==> config.mk <==
export PLATFORM = sky130hd
export DESIGN_NAME = pwm_ds_timer
export DESIGN_NICKNAME = d
export VERILOG_FILES = /design/src/rtl/pwm_ds_pkg.sv /design/src/rtl/pwm_ds_flag.sv /design/src/rtl/pwm_ds_regs.sv /design/src/rtl/pwm_ds_counter.sv /design/src/rtl/pwm_ds_channel.sv /design/src/rtl/pwm_ds_timer.sv
export SDC_FILE = /design/constraint.sdc
export NUM_CORES = 1
export LEC_CHECK = 0
export ABC_CLOCK_PERIOD_IN_PS = 4000
export BUFFER_PORTS_ARGS = -buffer_cell sky130_fd_sc_hd__buf_2
export CAP_MARGIN = 10
export CORE_MARGIN = 10
export CORE_UTILIZATION = 34
export CTS_CLUSTER_SIZE = 30
export DETAILED_ROUTE_END_ITERATION = 8
export PLACE_DENSITY = 0.49
export SYNTH_ARGS = -nofsm -noshare
export SYNTH_HDL_FRONTEND = slang
export SYNTH_HIERARCHICAL = 1
export SYNTH_SLANG_ARGS = --single-unit
==> constraint.sdc <==
create_clock -name clk -period 4 [get_ports clk]
set_clock_uncertainty 0.15 [all_clocks]
set_input_delay 0.2 -clock clk [delete_from_list [all_inputs] [get_ports clk]]
set_output_delay 0.2 -clock clk [all_outputs]
set_load 0.02 [all_outputs]
==> src/rtl/pwm_ds_pkg.sv <==
package pwm_ds_pkg;

   localparam int MODE_W = 4;
   localparam int ADDR_W = 3;
   localparam int OM_W   = 2;

   typedef logic [MODE_W-1:0] mode_t;
   typedef logic [OM_W-1:0]   omode_t;

   localparam mode_t MODE_FIX8  = 4'd1;
   localparam mode_t MODE_FIX9  = 4'd2;
   localparam mode_t MODE_FIX10 = 4'd3;
   localparam mode_t MODE_PRD   = 4'd10;
   localparam mode_t MODE_CMPA  = 4'd11;

   localparam logic [ADDR_W-1:0] ADDR_MODE  = 3'd0;
   localparam logic [ADDR_W-1:0] ADDR_PRD   = 3'd1;
   localparam int                ADDR_CMP0  = 2;
   localparam logic [ADDR_W-1:0] ADDR_OMODE = 3'd5;

   localparam int MIN_CNT_W = 10;
   localparam int MAX_CNT_W = 16;

   function automatic logic mode_is_fixed(mode_t m);
      return (m == MODE_FIX8) || (m == MODE_FIX9) || (m == MODE_FIX10);
   endfunction

   function automatic logic mode_is_running(mode_t m);
      return mode_is_fixed(m) || (m == MODE_PRD) || (m == MODE_CMPA);
   endfunction

   function automatic logic [15:0] fixed_top(mode_t m);
      case (m)
         MODE_FIX8:  return 16'h00FF;
         MODE_FIX9:  return 16'h01FF;
         MODE_FIX10: return 16'h03FF;
         default:    return 16'hFFFF;
      endcase
   endfunction

endpackage

==> src/rtl/pwm_ds_flag.sv <==
module pwm_ds_flag (
   input  logic clk,
   input  logic rst_n,
   input  logic set_evt,
   input  logic clr_req,
   output logic flag_q
);
   always_ff @(posedge clk or negedge rst_n) begin
      if (!rst_n)       flag_q <= 1'b0;
      else if (set_evt) flag_q <= 1'b1;
      else if (clr_req) flag_q <= 1'b0;
   end
endmodule

==> src/rtl/pwm_ds_regs.sv <==
module pwm_ds_regs
   import pwm_ds_pkg::*;
#(
   parameter int CNT_W  = 16,
   parameter int NUM_CH = 3
) (
   input  logic                     clk,
   input  logic                     rst_n,
   input  logic                     wr_en,
   input  logic [ADDR_W-1:0]        wr_addr,
   input  logic [CNT_W-1:0]         wr_data,
   output mode_t                    mode_q,
   output logic [CNT_W-1:0]         prd_q,
   output logic [NUM_CH*CNT_W-1:0]  cmp_buf_q,
   output logic [NUM_CH*OM_W-1:0]   omode_q
);
   localparam int OMODE_BITS = NUM_CH * OM_W;

   logic [CNT_W-1:0] wr_mask;

   always_comb begin
      if (mode_is_fixed(mode_q)) wr_mask = CNT_W'(fixed_top(mode_q));
      else                       wr_mask = '1;
   end

   always_ff @(posedge clk or negedge rst_n) begin
      if (!rst_n) begin
         mode_q  <= '0;
         prd_q   <= '0;
         omode_q <= '0;
      end else if (wr_en) begin
         if (wr_addr == ADDR_MODE)  mode_q  <= wr_data[MODE_W-1:0];
         if (wr_addr == ADDR_PRD)   prd_q   <= wr_data;
         if (wr_addr == ADDR_OMODE) omode_q <= wr_data[OMODE_BITS-1:0];
      end
   end

   for (genvar i = 0; i < NUM_CH; i++) begin : g_buf
      localparam logic [ADDR_W-1:0] MY_ADDR = ADDR_W'(ADDR_CMP0 + i);
      always_ff @(posedge clk or negedge rst_n) begin
         if (!rst_n)
            cmp_buf_q[i*CNT_W +: CNT_W] <= '0;
         else if (wr_en && wr_addr == MY_ADDR)
            cmp_buf_q[i*CNT_W +: CNT_W] <= wr_data & wr_mask;
      end
   end
endmodule

==> src/rtl/pwm_ds_counter.sv <==
module pwm_ds_counter #(
   parameter int CNT_W = 16
) (
   input  logic             clk,
   input  logic             rst_n,
   input  logic             step,
   input  logic [CNT_W-1:0] top_val,
   output logic [CNT_W-1:0] cnt_q,
   output logic             up_q
);
   localparam logic [CNT_W-1:0] ONE = CNT_W'(1);

   logic at_zero;
   logic turn_down;

   assign at_zero   = (cnt_q == '0);
   assign turn_down = up_q && (cnt_q >= top_val);

   always_ff @(posedge clk or negedge rst_n) begin
      if (!rst_n) begin
         cnt_q <= '0;
         up_q  <= 1'b1;
      end else if (step) begin
         if (at_zero) begin
            cnt_q <= ONE;
            up_q  <= 1'b1;
         end else if (turn_down) begin
            cnt_q <= cnt_q - ONE;
            up_q  <= 1'b0;
         end else if (up_q) begin
            cnt_q <= cnt_q + ONE;
         end else begin
            cnt_q <= cnt_q - ONE;
         end
      end
   end
endmodule

==> src/rtl/pwm_ds_channel.sv <==
module pwm_ds_channel
   import pwm_ds_pkg::*;
#(
   parameter int CNT_W = 16
) (
   input  logic             clk,
   input  logic             rst_n,
   input  logic             step,
   input  logic             up,
   input  logic [CNT_W-1:0] cnt,
   input  logic             load_now,
   input  logic [CNT_W-1:0] buf_val,
   input  omode_t           omode,
   input  logic             extra_set,
   input  logic             clr_req,
   output logic [CNT_W-1:0] act_q,
   output logic             pin,
   output logic             flag
);
   logic match;
   logic pin_q;

   assign match = step && (cnt == act_q);

   always_ff @(posedge clk or negedge rst_n) begin
      if (!rst_n)        act_q <= '0;
      else if (load_now) act_q <= buf_val;
   end

   // omode[0] selects polarity: 0 clears on the rising slope, 1 sets on it
   always_ff @(posedge clk or negedge rst_n) begin
      if (!rst_n)     pin_q <= 1'b0;
      else if (match) pin_q <= up ? omode[0] : ~omode[0];
   end

   assign pin = omode[1] & pin_q;

   pwm_ds_flag u_flag (
      .clk     (clk),
      .rst_n   (rst_n),
      .set_evt (match | extra_set),
      .clr_req (clr_req),
      .flag_q  (flag)
   );
endmodule

==> src/rtl/pwm_ds_timer.sv <==
module pwm_ds_timer
   import pwm_ds_pkg::*;
#(
   parameter int CNT_W  = 16,
   parameter int NUM_CH = 3
) (
   input  logic              clk,
   input  logic              rst_n,
   input  logic              tick_en,
   input  logic              wr_en,
   input  logic [2:0]        wr_addr,
   input  logic [CNT_W-1:0]  wr_data,
   input  logic              ovf_clr,
   input  logic              prd_clr,
   input  logic [NUM_CH-1:0] cmp_clr,
   output logic [CNT_W-1:0]  count,
   output logic [NUM_CH-1:0] pwm_out,
   output logic              ovf_flag,
   output logic              prd_flag,
   output logic [NUM_CH-1:0] cmp_flag
);
   if (NUM_CH < 2 || NUM_CH > 3) begin : g_bad_ch
      $error("pwm_ds_timer: NUM_CH must be 2 or 3");
   end
   if (CNT_W < MIN_CNT_W || CNT_W > MAX_CNT_W) begin : g_bad_w
      $error("pwm_ds_timer: CNT_W must lie in 10..16");
   end

   mode_t                   mode_q;
   logic [CNT_W-1:0]        prd_q;
   logic [NUM_CH*CNT_W-1:0] cmp_buf;
   logic [NUM_CH*OM_W-1:0]  out_mode;
   logic [NUM_CH*CNT_W-1:0] cmp_act;
   logic [CNT_W-1:0]        top_val;
   logic                    running;
   logic                    step;
   logic                    up_dir;
   logic                    top_evt;
   logic                    load_now;

   pwm_ds_regs #(.CNT_W(CNT_W), .NUM_CH(NUM_CH)) u_regs (
      .clk       (clk),
      .rst_n     (rst_n),
      .wr_en     (wr_en),
      .wr_addr   (wr_addr),
      .wr_data   (wr_data),
      .mode_q    (mode_q),
      .prd_q     (prd_q),
      .cmp_buf_q (cmp_buf),
      .omode_q   (out_mode)
   );

   assign running = mode_is_running(mode_q);
   assign step    = tick_en && running;

   always_comb begin
      if (mode_is_fixed(mode_q))  top_val = CNT_W'(fixed_top(mode_q));
      else if (mode_q == MODE_PRD) top_val = prd_q;
      else                         top_val = cmp_act[CNT_W-1:0];
   end

   pwm_ds_counter #(.CNT_W(CNT_W)) u_cnt (
      .clk     (clk),
      .rst_n   (rst_n),
      .step    (step),
      .top_val (top_val),
      .cnt_q   (count),
      .up_q    (up_dir)
   );

   assign top_evt  = step && (count == top_val);
   assign load_now = !running || top_evt;

   for (genvar i = 0; i < NUM_CH; i++) begin : g_ch
      logic extra;
      if (i == 0) begin : g_a
         assign extra = top_evt && (mode_q == MODE_CMPA);
      end else begin : g_o
         assign extra = 1'b0;
      end
      pwm_ds_channel #(.CNT_W(CNT_W)) u_ch (
         .clk       (clk),
         .rst_n     (rst_n),
         .step      (step),
         .up        (up_dir),
         .cnt       (count),
         .load_now  (load_now),
         .buf_val   (cmp_buf[i*CNT_W +: CNT_W]),
         .omode     (out_mode[i*OM_W +: OM_W]),
         .extra_set (extra),
         .clr_req   (cmp_clr[i]),
         .act_q     (cmp_act[i*CNT_W +: CNT_W]),
         .pin       (pwm_out[i]),
         .flag      (cmp_flag[i])
      );
   end

   pwm_ds_flag u_ovf (
      .clk     (clk),
      .rst_n   (rst_n),
      .set_evt (step && (count == '0)),
      .clr_req (ovf_clr),
      .flag_q  (ovf_flag)
   );

   pwm_ds_flag u_prd (
      .clk     (clk),
      .rst_n   (rst_n),
      .set_evt (top_evt && (mode_q == MODE_PRD)),
      .clr_req (prd_clr),
      .flag_q  (prd_flag)
   );
endmodule

* Word-level counts from Yosys, hierarchy flattened
Cells that the tools add are included.
** Operators by class
- Multiplexer cells :: 22
- Bitwise operators :: 8
- $mul :: 0
- Div/mod/pow operators :: 0
- Order comparisons :: 1
- Reductions and logical operators :: 30
- Equal/unequal tests :: 14
- Shifts and indexed selects :: 0
- Add/subtract/negate cells :: 2
** Operators by type and width (number)
- 16-bit 2-to-1 mux :: 6
- 16-bit equality test :: 4
- 16-bit case mux with 3 select lines :: 1
- 16-bit by 1-bit adder with 16-bit output, second input constant :: 1
- 16-bit bitwise AND :: 1
- 16-bit greater-or-equal comparator :: 1
- 16-bit zero test :: 1
- 16-bit by 1-bit subtractor with 16-bit output, second input constant :: 1
- 1-bit 2-to-1 mux :: 15
- 1-bit logical AND :: 12
- 2-bit nonzero test :: 6
- 4-bit by 2-bit equality test with 1-bit output, second input constant :: 2
- 4-bit equality test, second input constant :: 2
- 2-bit AND reduction :: 4
- 3-bit by 2-bit equality test with 1-bit output, second input constant :: 2
- 3-bit equality test, second input constant :: 2
- 1-bit logical OR :: 5
- 4-bit by 1-bit equality test with 1-bit output, second input constant :: 1
- 1-bit bitwise AND :: 3
- 3-bit by 1-bit equality test with 1-bit output, second input constant :: 1
- 3-bit zero test :: 1
- 1-bit inverter :: 3
- 1-bit zero test :: 1
- 1-bit bitwise OR :: 1
** Storage, ports and cells
- Memory bits (read-only) :: 0
- Input port bits :: 28
- Memory bits (writable) :: 0
- Memories :: 0
- Output and inout port bits :: 24
- Bits in registers :: 147
- Bits in latches :: 0

* Logic depth before layout (Yosys ltp)
- Depth in word-level cells :: 10
- Mapped depth :: 17
- Mapped depth without buffers :: 13

* Modules after synthesis
Netlist, hierarchy kept.
** Modules (own cells, without submodules)
- pwm_ds_regs :: area each 2813.9 um^2, sequential area each 1851.8 um^2, cells an instance 201, instances 1
- pwm_ds_channel :: area each 830.8 um^2, sequential area each 425.4 um^2, cells an instance 61, instances 3
- pwm_ds_counter :: area each 1587.8 um^2, sequential area each 426.7 um^2, cells an instance 197, instances 1
- pwm_ds_timer :: area each 963.4 um^2, sequential area each 0.0 um^2, cells an instance 155, instances 1
- pwm_ds_flag :: area each 36.3 um^2, sequential area each 25.0 um^2, cells an instance 3, instances 5

* Worst setup path after synthesis
No wires, ideal clock.
- Kind :: flip-flop to flip-flop
- Start :: register u_regs.mode_q[1]
- End :: register u_cnt.cnt_q[8]
- Slack :: 479 ps
- Library setup time :: 121 ps
- Data required time :: 3729 ps
- Cell stages (with the launch flop) :: 17
- Arrival time :: 3250 ps
- Cell sequence :: dfrtp_1 buf_2 clkbuf_1 mux2i_1 nor2_1 nor2_1 inv_1 ha_1 nand4_1 or4_1 a221oi_1 or4_1 buf_6 buf_6 mux2i_1 o21ai_0 a22o_1
** On the way
- Cells in the longest elaborated chain, start to end :: 8
** RTL lines
- from (decl) :: RTL line pwm_ds_regs.sv:12 : output mode_t mode_q,
- from (signal assigned) :: RTL line pwm_ds_regs.sv:32 : if (wr_addr == ADDR_MODE) mode_q <= wr_data[MODE_W-1:0];
- parallel branches: the longest is 3 deep, another holds 16-bit case mux with 3 select lines
- 16-bit 2-to-1 mux (*) :: RTL line pwm_ds_timer.sv:57 : if (mode_is_fixed(mode_q)) top_val = CNT_W'(fixed_top(mode_q));
- via top_val[9] :: RTL line pwm_ds_timer.sv:34 : logic [CNT_W-1:0] top_val;
- 16-bit greater-or-equal comparator (*) :: RTL line pwm_ds_counter.sv:17 : assign turn_down = up_q && (cnt_q >= top_val);
- 1-bit logical AND (*) :: RTL line pwm_ds_counter.sv:17
- 16-bit 2-to-1 mux (*) :: RTL line pwm_ds_counter.sv:27 : end else if (turn_down) begin
- 16-bit 2-to-1 mux (*) :: RTL line pwm_ds_counter.sv:24 : if (at_zero) begin
- to (signal assigned) :: RTL line pwm_ds_counter.sv:28 : cnt_q <= cnt_q - ONE;
- to (signal assigned) :: RTL line pwm_ds_counter.sv:31 : cnt_q <= cnt_q + ONE;
- to (signal assigned) :: RTL line pwm_ds_counter.sv:33 : cnt_q <= cnt_q - ONE;
- to (decl) :: RTL line pwm_ds_counter.sv:8 : output logic [CNT_W-1:0] cnt_q,
Mark *: on every way through the listed nets, which the timed path passes.
A chain may end at the register's enable or synchronous reset.

* Final worst setup path
- Start :: register u_regs.mode_q[0]
- End :: register u_cnt.cnt_q[4]
The elaborated chain is that of the path after synthesis.

==> impl_results.md <==
* Total negative slack at 0 ns
* Antenna diodes at 0
* Post-synthesis sequential area ratio at 45.8%
* Final net count at 892
* Worst Hold Depth at 2
* Die height at ~170 um
* Synth Instances at between 700 and 800
* Most frequent cells in the layout: dfrtp_1, mux2_2, o21ai_0
* Pwr/cell area at ~730 mW/mm^2
* CP Max Fanout at 15
* Final Hold Viols at 0
* Gr usage total at between 10% and 20%
* Asr flop ratio synth at 100%
* Vias per inst at slightly above 5
* Total clock sinks at roughly 150
* Hold_sp: wr_data[2]
* Req. time, crit path at 4.16 ns
* CTS buffer count at 17
* Avg Inst Size Synth at 10.7 um^2
* Post-synth EDFFs at 0
* DR iter-0 viols at approximately 430
* Bufs on Longest Clock Path at 2
* Max Cap Viol at 0
* YS warnings at 6
* Setup bufs post-CTS at 0
* Core region area at around 0.023 mm^2
* Data arrival, critical path at 3.81 ns
* Crit Path Category: reg -> reg
* GP Congestion at a little over 0.9
* R2R Setup Slk at roughly 0.35 ns
* TritonCTS clock tree: built
* Placed Area at 0.00883 mm^2
* Vias in the first global route at between 6k and 7k
* Fin crit period at between 3 and 4 ns
* Largest net degree at the start of global routing at 89
* Synth-to-layout area growth at 20.0%
* Register bit total from synthesis at about 150
* FP Rows at 56
* Achievable Freq at about 0.27 GHz
* Tcrit/Tclk final at 91.2%
* Die area at 0.0302 mm^2
* Hold EP: u_regs/omode_q[2]
* Outcome: completed
* Cell variety after synth at 66
* RSZ-0062 raised after global routing: no
* I/O pins at between 50 and 60
* WL/cell at about 20 um
* Worst-margin pin slew at 0.861 ns
* Remaining DRCs at 0
* Primary FF master, synth: dfrtp_1
* Port Buffers at between 50 and 60
* Final Max Slew Viols at 0
* Reg2Reg Depth at 13
* Fin area at 0.00965 mm^2
* Global-route wire length before repair at between 30,000 and 40,000 um
* Final setup fails at 0
* Initial antenna violation count at 0
* Final HPWL DP at 16,600 um
* CTS clk-pin slew, worst paths at roughly 0.070 ns
* Clock latency on the worst-skew pair at 0.43 ns
* Filler Cell Count at between 2k and 2.5k
* Initial Util at approximately a third
* Layout cells sized above 1 at approximately a quarter
* Mapped Area at about 0.008 mm^2
* Grt total ovfl at 0
* Worst R2R Start: u_regs/mode_q[0]
* Hold Path Class: in -> reg
* Worst setup startpoint: u_regs/mode_q[0]
* Leakage power at 4.26 nW
* DRT antenna net count at 0
* Critical Path End Type: flip-flop
* Critical Path Source Type: flip-flop
* H-tree Lvls at 4
* CTS root buf: clkbuf_16
* Worst reg2reg endpoint: u_cnt/cnt_q[4]
* DRT Wirelength at about 23,000 um
* Max-Slew Margin vs Limit at 42.6%
* Commonest non-fill, non-tap cell in the layout: dfrtp_1
* Maximum VDD drop at between 0.3 and 0.4 mV
* Die Wd at ~170 um
* Via count at approximately 6k
* First-pass DRT Iterations at 5
-- cell families after synthesis --
family | after synthesis | share of synthesized area (%)
simple gates | 197 | 14.0
buf+inv | 77 | 4.26
mux | 115 | 15.9
fa+ha+maj | 19 | 2.96
xor+xnor | 57 | 6.21
flops | 147 | 45.8
compound gates | 138 | 10.9
other cells | 1 | 0.0466
-- critical path, stage by stage (launching register included) --
cell and delay [ns]:
dfrtp_2 0.52, a21o_1 0.29, and2_1 0.20, or2_2 0.27, inv_1 0.06, ha_1 0.14, nand4_1 0.19, or4_1 0.56
a221oi_1 0.20, or4_1 0.19, buf_6 0.21, mux2i_1 0.25, o21ai_0 0.10, a22o_1 0.20
-- cells in the mapped netlist, types with 11 or more instances --
cell type	instances	area share (%)
nand2_1	38	1.8
dfrtp_1	146	45
o22ai_1	11	0.86
a21oi_1	24	1.5
buf_2	19	1.2
ha_1	19	3.0
nor4_1	11	0.86
o21ai_0	56	3.5
mux2_2	77	11
xor2_1	15	1.6
nor2_1	41	1.9
nand3_1	14	0.87
mux2_1	25	3.5
nand4_1	13	1.0
inv_1	44	2.1
mux2i_1	13	1.6
xnor2_1	42	4.6
nor3_1	13	0.81
-- power by group --
part / internal (W) / switching, W / leakage (nW)
clock network: 0.000949 / 0.000725 / 0.299
registers: 0.00191 / 0.000460 / 1.83
logic: 0.00135 / 0.00163 / 2.13
-- flip-flops by register name, summed over array words and instances (netlist names) --
signal                   count
g_ch.u_ch/pin_q              3
u_regs/omode_q               6
u_prd/flag_q                 1
u_regs/cmp_buf_q            48
g_ch.u_ch/u_flag/flag_q      3
u_regs/mode_q                4
g_ch.u_ch/act_q             48
u_cnt/up_q                   1
u_regs/prd_q                16
u_cnt/cnt_q                 16
u_ovf/flag_q                 1
-- per-stage QoR --
stage | hold WS, ns | utilization, % | worst slack [ns] | power [W] | cells
CTS | 0.00976 | 41.2 | 0.170 | 0.00707 | 1177
floorplan | -0.246 | - | 0.479 | 0.00438 | 752
detailed placement | 0.207 | 37.7 | 0.193 | 0.00536 | 1126
finish | 0.00755 | 41.2 | 0.350 | 0.00704 | 1177
global route | 0.00411 | 41.2 | 0.0513 | 0.00750 | 1177
global placement | 0.212 | 37.7 | 0.256 | 0.00534 | 1126
-- worst max path at each step --
stage,endpoint,slack (ns),depth (start not counted)
floorplan,u_cnt/cnt_q[8],0.48,16
global placement,u_cnt/cnt_q[4],0.26,13
detailed placement,u_cnt/cnt_q[4],0.19,13
CTS,u_cnt/cnt_q[4],0.17,13
global route,u_cnt/cnt_q[4],0.05,13
finish,u_cnt/cnt_q[4],0.35,13
-- repair_timing --
item	CTS	global route
hold buffers	19	0
resized for setup	0	6
hold endpoints to repair	120	0
setup endpoints to repair	0	13
-- final cells by class --
type,count,area [um^2],share of cell area [%]
clock buffers,17,425,4.41
multi-input cells,528,4040,41.8
repair buffers,105,743,7.70
inverters,46,173,1.79
clock inverters,15,189,1.96
well taps,319,399,4.14
flip-flops and latches,147,3680,38.2
-- per-layer routing --
layer	wire, um	global-route usage [%]	vias up
li1	-	-	2879
met1	10700	20.0	2978
met2	11600	25.8	100
met3	766	3.49	12
met4	225	3.38	0
met5	0	0	-
Power figures use the tool's default switching activity.
